[src/rtl/pkt_stat_pkg.sv]
package pkt_stat_pkg;

  localparam int unsigned NUM_EVENTS = 6;
  localparam int unsigned CTRL_SNAP_BIT = 6;
  localparam int unsigned CTRL_SHADOW_CLR_BIT = 7;
  localparam int unsigned CTRL_LIVE_CLR_BIT = 8;

  localparam int unsigned OFS_CTRL = 'h00;
  localparam int unsigned OFS_STATUS = 'h0C;
  localparam int unsigned OFS_CNT_BASE = 'h20;

  typedef enum logic [2:0] {
    EV_TX_SOP = 3'd0,
    EV_TX_EOP = 3'd1,
    EV_TX_ERR = 3'd2,
    EV_RX_SOP = 3'd3,
    EV_RX_EOP = 3'd4,
    EV_RX_ERR = 3'd5
  } event_idx_e;

  typedef struct packed {
    logic snap;
    logic shadowClr;
    logic liveClr;
  } stat_strobe_t;

endpackage

[src/rtl/pkt_stat_ctrl.sv]
module pkt_stat_ctrl
  import pkt_stat_pkg::*;
#(
  parameter int unsigned BUS_W = 32
) (
  input  logic             clk,
  input  logic             rstN,
  input  logic             ctrlWe,
  input  logic [BUS_W-1:0] ctrlWdata,
  output logic [BUS_W-1:0] ctrlReg,
  output stat_strobe_t     strobes
);

  // Control word; the live-clear bit drops by itself one cycle after it is set
  always_ff @(posedge clk or negedge rstN) begin
    if (!rstN) begin
      ctrlReg <= '0;
    end else if (ctrlWe) begin
      ctrlReg <= ctrlWdata;
    end else begin
      ctrlReg[CTRL_LIVE_CLR_BIT] <= 1'b0;
    end
  end

  always_comb begin
    strobes.snap      = ctrlWe & ctrlWdata[CTRL_SNAP_BIT];
    strobes.shadowClr = ctrlWe & ctrlWdata[CTRL_SHADOW_CLR_BIT];
    strobes.liveClr   = ctrlReg[CTRL_LIVE_CLR_BIT];
  end

endmodule

[src/rtl/pkt_stat_dp.sv]
module pkt_stat_dp
  import pkt_stat_pkg::*;
#(
  parameter int unsigned NUM_EV = NUM_EVENTS,
  parameter int unsigned CNT_W  = 64,
  parameter int unsigned BUS_W  = 32,
  parameter int unsigned ADDR_W = 8
) (
  input  logic                         clk,
  input  logic                         rstN,
  input  logic [NUM_EV-1:0]            evHit,
  input  logic                         fifoOvf,
  input  logic                         fifoUnf,
  input  stat_strobe_t                 strobes,
  input  logic [BUS_W-1:0]             ctrlReg,
  input  logic [ADDR_W-1:0]            rdAddr,
  output logic [BUS_W-1:0]             rdData,
  output logic [NUM_EV-1:0][CNT_W-1:0] liveVal,
  output logic [NUM_EV-1:0][CNT_W-1:0] shadowVal,
  output logic [1:0]                   statusBits
);

  localparam int unsigned WORDS_PER_CNT = CNT_W / BUS_W;
  localparam int unsigned BYTES_PER_WORD = BUS_W / 8;

  logic [1:0] errPulse;
  assign errPulse = {fifoUnf, fifoOvf};

  for (genvar e = 0; e < NUM_EV; e++) begin : g_cnt
    always_ff @(posedge clk or negedge rstN) begin
      if (!rstN) begin
        liveVal[e] <= '0;
      end else if (strobes.liveClr) begin
        liveVal[e] <= '0;
      end else if (evHit[e]) begin
        liveVal[e] <= liveVal[e] + 1'b1;
      end
    end

    always_ff @(posedge clk or negedge rstN) begin
      if (!rstN) begin
        shadowVal[e] <= '0;
      end else if (strobes.shadowClr) begin
        shadowVal[e] <= '0;
      end else if (strobes.snap) begin
        shadowVal[e] <= liveVal[e];
      end
    end
  end

  for (genvar s = 0; s < 2; s++) begin : g_sticky
    always_ff @(posedge clk or negedge rstN) begin
      if (!rstN) begin
        statusBits[s] <= 1'b0;
      end else if (strobes.liveClr) begin
        statusBits[s] <= 1'b0;
      end else if (errPulse[s]) begin
        statusBits[s] <= 1'b1;
      end
    end
  end

  logic [ADDR_W-1:0] cntOfs;
  assign cntOfs = rdAddr - ADDR_W'(OFS_CNT_BASE);

  always_comb begin
    rdData = '0;
    if (rdAddr == ADDR_W'(OFS_CTRL)) begin
      rdData = ctrlReg;
    end else if (rdAddr == ADDR_W'(OFS_STATUS)) begin
      rdData = BUS_W'(statusBits);
    end else if (rdAddr >= ADDR_W'(OFS_CNT_BASE)) begin
      for (int e = 0; e < NUM_EV; e++) begin
        for (int w = 0; w < WORDS_PER_CNT; w++) begin
          if (cntOfs == ADDR_W'((e * WORDS_PER_CNT + w) * BYTES_PER_WORD)) begin
            rdData = shadowVal[e][w*BUS_W +: BUS_W];
          end
        end
      end
    end
  end

endmodule

[src/rtl/pkt_stat_bank.sv]
module pkt_stat_bank
  import pkt_stat_pkg::*;
#(
  parameter int unsigned NUM_EV = NUM_EVENTS,
  parameter int unsigned CNT_W  = 64,
  parameter int unsigned BUS_W  = 32,
  parameter int unsigned ADDR_W = 8
) (
  input  logic              clk,
  input  logic              rstN,
  input  logic              txValid,
  input  logic              txReady,
  input  logic              txSop,
  input  logic              txEop,
  input  logic              txErr,
  input  logic              rxValid,
  input  logic              rxReady,
  input  logic              rxSop,
  input  logic              rxEop,
  input  logic              rxErr,
  input  logic              fifoOvf,
  input  logic              fifoUnf,
  input  logic              ctrlWe,
  input  logic [BUS_W-1:0]  ctrlWdata,
  input  logic [ADDR_W-1:0] rdAddr,
  output logic [BUS_W-1:0]  rdData
);

  logic                         txHit;
  logic                         rxHit;
  logic [NUM_EV-1:0]            evHit;
  logic [BUS_W-1:0]             ctrlReg;
  stat_strobe_t                 strobes;
  logic [NUM_EV-1:0][CNT_W-1:0] liveVal;
  logic [NUM_EV-1:0][CNT_W-1:0] shadowVal;
  logic [1:0]                   statusBits;

  assign txHit = txValid & txReady;
  assign rxHit = rxValid & rxReady;

  always_comb begin
    evHit            = '0;
    evHit[EV_TX_SOP] = txHit & txSop;
    evHit[EV_TX_EOP] = txHit & txEop;
    evHit[EV_TX_ERR] = txHit & txErr;
    evHit[EV_RX_SOP] = rxHit & rxSop;
    evHit[EV_RX_EOP] = rxHit & rxEop;
    evHit[EV_RX_ERR] = rxHit & rxErr;
  end

  pkt_stat_ctrl #(.BUS_W(BUS_W)) u_ctrl (
    .clk      (clk),
    .rstN     (rstN),
    .ctrlWe   (ctrlWe),
    .ctrlWdata(ctrlWdata),
    .ctrlReg  (ctrlReg),
    .strobes  (strobes)
  );

  pkt_stat_dp #(
    .NUM_EV(NUM_EV),
    .CNT_W (CNT_W),
    .BUS_W (BUS_W),
    .ADDR_W(ADDR_W)
  ) u_dp (
    .clk       (clk),
    .rstN      (rstN),
    .evHit     (evHit),
    .fifoOvf   (fifoOvf),
    .fifoUnf   (fifoUnf),
    .strobes   (strobes),
    .ctrlReg   (ctrlReg),
    .rdAddr    (rdAddr),
    .rdData    (rdData),
    .liveVal   (liveVal),
    .shadowVal (shadowVal),
    .statusBits(statusBits)
  );

endmodule

[config.mk]
export PLATFORM = sky130hd
export DESIGN_NAME = pkt_stat_bank
export DESIGN_NICKNAME = d
export VERILOG_FILES = /design/src/rtl/pkt_stat_pkg.sv /design/src/rtl/pkt_stat_ctrl.sv /design/src/rtl/pkt_stat_dp.sv /design/src/rtl/pkt_stat_bank.sv
export SDC_FILE = /design/constraint.sdc
export NUM_CORES = 2
export LEC_CHECK = 0
export BUFFER_PORTS_ARGS = -buffer_cell sky130_fd_sc_hd__buf_4
export CORE_MARGIN = 4
export CORE_UTILIZATION = 63
export DETAILED_ROUTE_END_ITERATION = 10
export PLACE_DENSITY = 0.8
export SKIP_CTS_REPAIR_TIMING = 1
export SYNTH_ARGS = -nofsm -noshare
export SYNTH_HDL_FRONTEND = slang
export SYNTH_HIERARCHICAL = 1
export SYNTH_SLANG_ARGS = --single-unit
[constraint.sdc]
create_clock -name clk -period 4.9 [get_ports clk]
set_input_delay 1.225 -clock clk [delete_from_list [all_inputs] [get_ports clk]]
set_output_delay 1.225 -clock clk [all_outputs]
set_load 0.05 [all_outputs]
==> results.md <==
- Status: finished, violations left
- Violated checks: negative setup slack
- CP dominant cell by count: buf_4
- Via count of the first global-routing pass: 32230
- Vias per inst: 6.697
- CP Launch Type: input port
- Syn Inst Count: 4171
- Share of cells above drive strength 1: 0.1180
- Async SR Flop Fraction: 1.000
- Setup TNS: -0.04093 ns
- Register area share after synthesis: 0.4909
- Worst r2r src: u_dp/liveVal[259]
- Cells on worst reg2reg path: 5
- Critical path arrival: 3.72 ns
- Largest net degree at the start of global routing: 183
- Placed Instances: 4983
- Remaining DRCs: 0
- PD cells: 309.7 nW/um2
- CP endpoint kind: primary output
- FF-to-FF setup slack: 1.47 ns
- Ys flop type: dfrtp_1
- Final worst path period share: 1.008
- Final slew viol count: 0
- Core area: 64350 um2
- Fin Clk Skew: 0.03021 ns
- Setup ws final: -0.04093 ns
- LEAKAGE: 19.81 nW
- Area grow syn2layout: 12.38%
- Clock sink count: 802
- Reg2reg end: u_dp/liveVal[313]
- Num CTS Buffers: 84
- 1st-pass router iterations: 6
- FILL cells: 4629
- Critical path startpoint: rdAddr[6]
- Clock power share: 0.465
- Final Hold Fails: 0
- Starting Density: 0.6353
- First-pass GRT wire length: 198.5 mm
- Max-cap viol count: 0
- Sw power: 0.003384 W
- Critical path required time: 3.67 ns
- Root buf cell: clkbuf_16
- Syn. warnings: 6
- Clk_lat worst skew: 0.65 ns
- Hold slack: 0.5144 ns
- Netlist Area Pre-Place: 40880 um2
- Final setup viols: 1
- CTS clock-pin slew for the worst setup and hold paths: 0.06 ns
- Horiz. Die Dim: 262.7 um
- Hold WC Path Type: flip-flop to flip-flop
- Die height: 262.7 um
- Maximum vdd drop: 304.1 uV
- Syn Nets: 4233
- Die Footprint: 69030 um2
- Wire per inst: 25.22 um
- Most frequent cells in the layout: dfrtp_1 (801), nor2_1 (671), mux2i_1 (417)
- Logic pwr share: 0.061
- HPWL after DPL: 91.15 mm
- Final GP Congestion: 1.078
- WP depth: 10
- WS Path Type: input port to primary output
- Rows: 93
- Io pins: 87
- Vias: 34390
- Diodes inserted: 0
- Post-DRT Antenna Nets: 0
- Starting DRC count in detailed routing: 5186
- Slowest-stage cell, CP: or3_1
- Post-Route WL: 129.5 mm
- Pint: 0.01084 W
- EDFF count, synth: 0
- Distinct cells, synth: 74
- CP cell instances: buf_4, inv_1, ha_1, xor2_1, or3_1, buf_4, a21oi_1, o311ai_0, o21ai_1, buf_4
- Port bufs: 86
- GRT overflow: 0
- CP endpoint: rdData[15]
- Max clock buf depth: 3
- Part of the power in registers: 0.475
- Max frequency: 0.2024 GHz
- RSZ-0062 raised after global routing: no
- Slowest Stage Delay on Critical Path: 0.53 ns
- Synthesis-stage register bit count: 802
- H-tree Lvls: 3
- CP Buf/Inv Count: 4
- Delay-heaviest family, CP: compound AO/OA/AOI/OAI gates
- Initial antenna violation count: 3
- Least-Margin Pin Slew: 1.233 ns
- All-Layer GR Usage: 0.3662
- Critical path fanouts, max: 9
- Rel. slew slack: 0.1707
- Crit path time final: 4.941 ns
- Switch share: 0.2378
- Syn avg cell area: 9.801 um2
- Post-Layout Cell Count: 5135
- CTS tree: built
- Most common cell after layout, fill and taps aside: dfrtp_1
- Final #Nets: 4276
-- area by class of cell --
cell class	instances	area, um2	share of cell area
Sequential cell	802	20070	0.4369
Multi-Input combinational cell	3027	19620	0.4272
Tap cell	855	1070	0.02329
Timing Repair Buffer	232	2044	0.04450
Clock inverter	34	465.4	0.01013
Inverter	67	251.5	0.005474
Clock buffer	118	2411	0.05248
-- synthesized netlist by cell type, drive strengths merged (6+ instances only) --
master | count | area share
dfrtp | 802 | 0.49
nor2 | 671 | 0.062
mux2i | 417 | 0.10
a21oi | 248 | 0.030
clkbuf | 206 | 0.019
nand2 | 192 | 0.018
o21ai | 173 | 0.021
nand3 | 151 | 0.018
nand4 | 148 | 0.023
or4 | 108 | 0.020
or3 | 98 | 0.015
xor2 | 95 | 0.020
o31ai | 92 | 0.017
xnor2 | 90 | 0.019
mux2 | 72 | 0.022
buf | 69 | 0.0083
inv | 67 | 0.0062
nor4 | 60 | 0.011
and3 | 51 | 0.0078
nor3 | 44 | 0.0055
o22ai | 35 | 0.0054
and4 | 30 | 0.0064
and2 | 25 | 0.0038
o211ai | 19 | 0.0035
a221o | 17 | 0.0042
a22oi | 16 | 0.0029
nor2b | 13 | 0.0020
or2 | 13 | 0.0020
a211oi | 12 | 0.0022
a22o | 10 | 0.0021
a31oi | 10 | 0.0015
a21o | 9 | 0.0017
o2bb2ai | 9 | 0.0019
o32ai | 8 | 0.0017
a21boi | 7 | 0.0013
ha | 7 | 0.0021
mux4 | 6 | 0.0033
-- logic make-up after synthesis --
family                     Yosys count  share of synthesized area
buffers and inverters              342                    0.03333
AOI/OAI and AO/OA                  705                     0.1055
adders and majority gates            7                   0.002142
DFF                                802                     0.4909
and+or+nand+nor                   1635                     0.2007
muxes                              495                     0.1277
xor gates and xnor gates           185                    0.03964
-- power by group through the flow --
stage | Combinational, W | Sequential [W] | Clock [W]
final | 0.000861 | 0.00675 | 0.00662
after global routing | 0.000916 | 0.00675 | 0.00696
after CTS | 0.000851 | 0.00675 | 0.00668
after detailed placement | 0.000848 | 0.00687 | 0
after global placement | 0.000843 | 0.00687 | 0
after floorplan | 0.000469 | 0.00683 | 0
-- per-layer routing --
metal / GRT usage / wire [um]
met1: 0.5458 / 54390
met5: 0 / 30
met2: 0.5276 / 56080
met4: 0.1346 / 5405
met3: 0.08595 / 13600
-- flip-flops by register name, indices dropped and copies added, names as in the netlist --
register         count
u_dp/liveVal       384
u_dp/shadowVal     384
u_ctrl/ctrlReg      32
u_dp/statusBits      2
-- stage by stage --
step                      instance area (um2)  worst slack [ns]  power, W    util
final                                   45940          -0.04093   0.01423  0.7139
after global routing                    45940          0.005749   0.01462  0.7139
after CTS                               45900           0.01022   0.01428  0.7133
after detailed placement                43020           0.01146  0.007715  0.6686
after global placement                  43020          0.001348  0.007709  0.6686
after floorplan                         40990          0.008157  0.007295       -
-- worst register-to-register path: cells and delay by family, from the launching register on --
kind | cells | cell delay (ns)
simple gates | 4 | 2.71
flops | 1 | 0.48
compound gates | 1 | 0.15
-- worst min-delay path by stage --
stage                   startpoint             endpoint  cells after the start
2_1_floorplan   u_dp/statusBits[0]   u_dp/statusBits[0]                      2
3_3_place_gp   u_dp/shadowVal[331]  u_dp/shadowVal[331]                      2
3_5_place_dp   u_dp/shadowVal[226]  u_dp/shadowVal[226]                      2
4_1_cts        u_dp/shadowVal[212]  u_dp/shadowVal[212]                      2
5_1_grt         u_dp/shadowVal[26]   u_dp/shadowVal[26]                      2
6_report       u_dp/shadowVal[212]  u_dp/shadowVal[212]                      2
No activity file was read; power rests on OpenSTA's default activity.
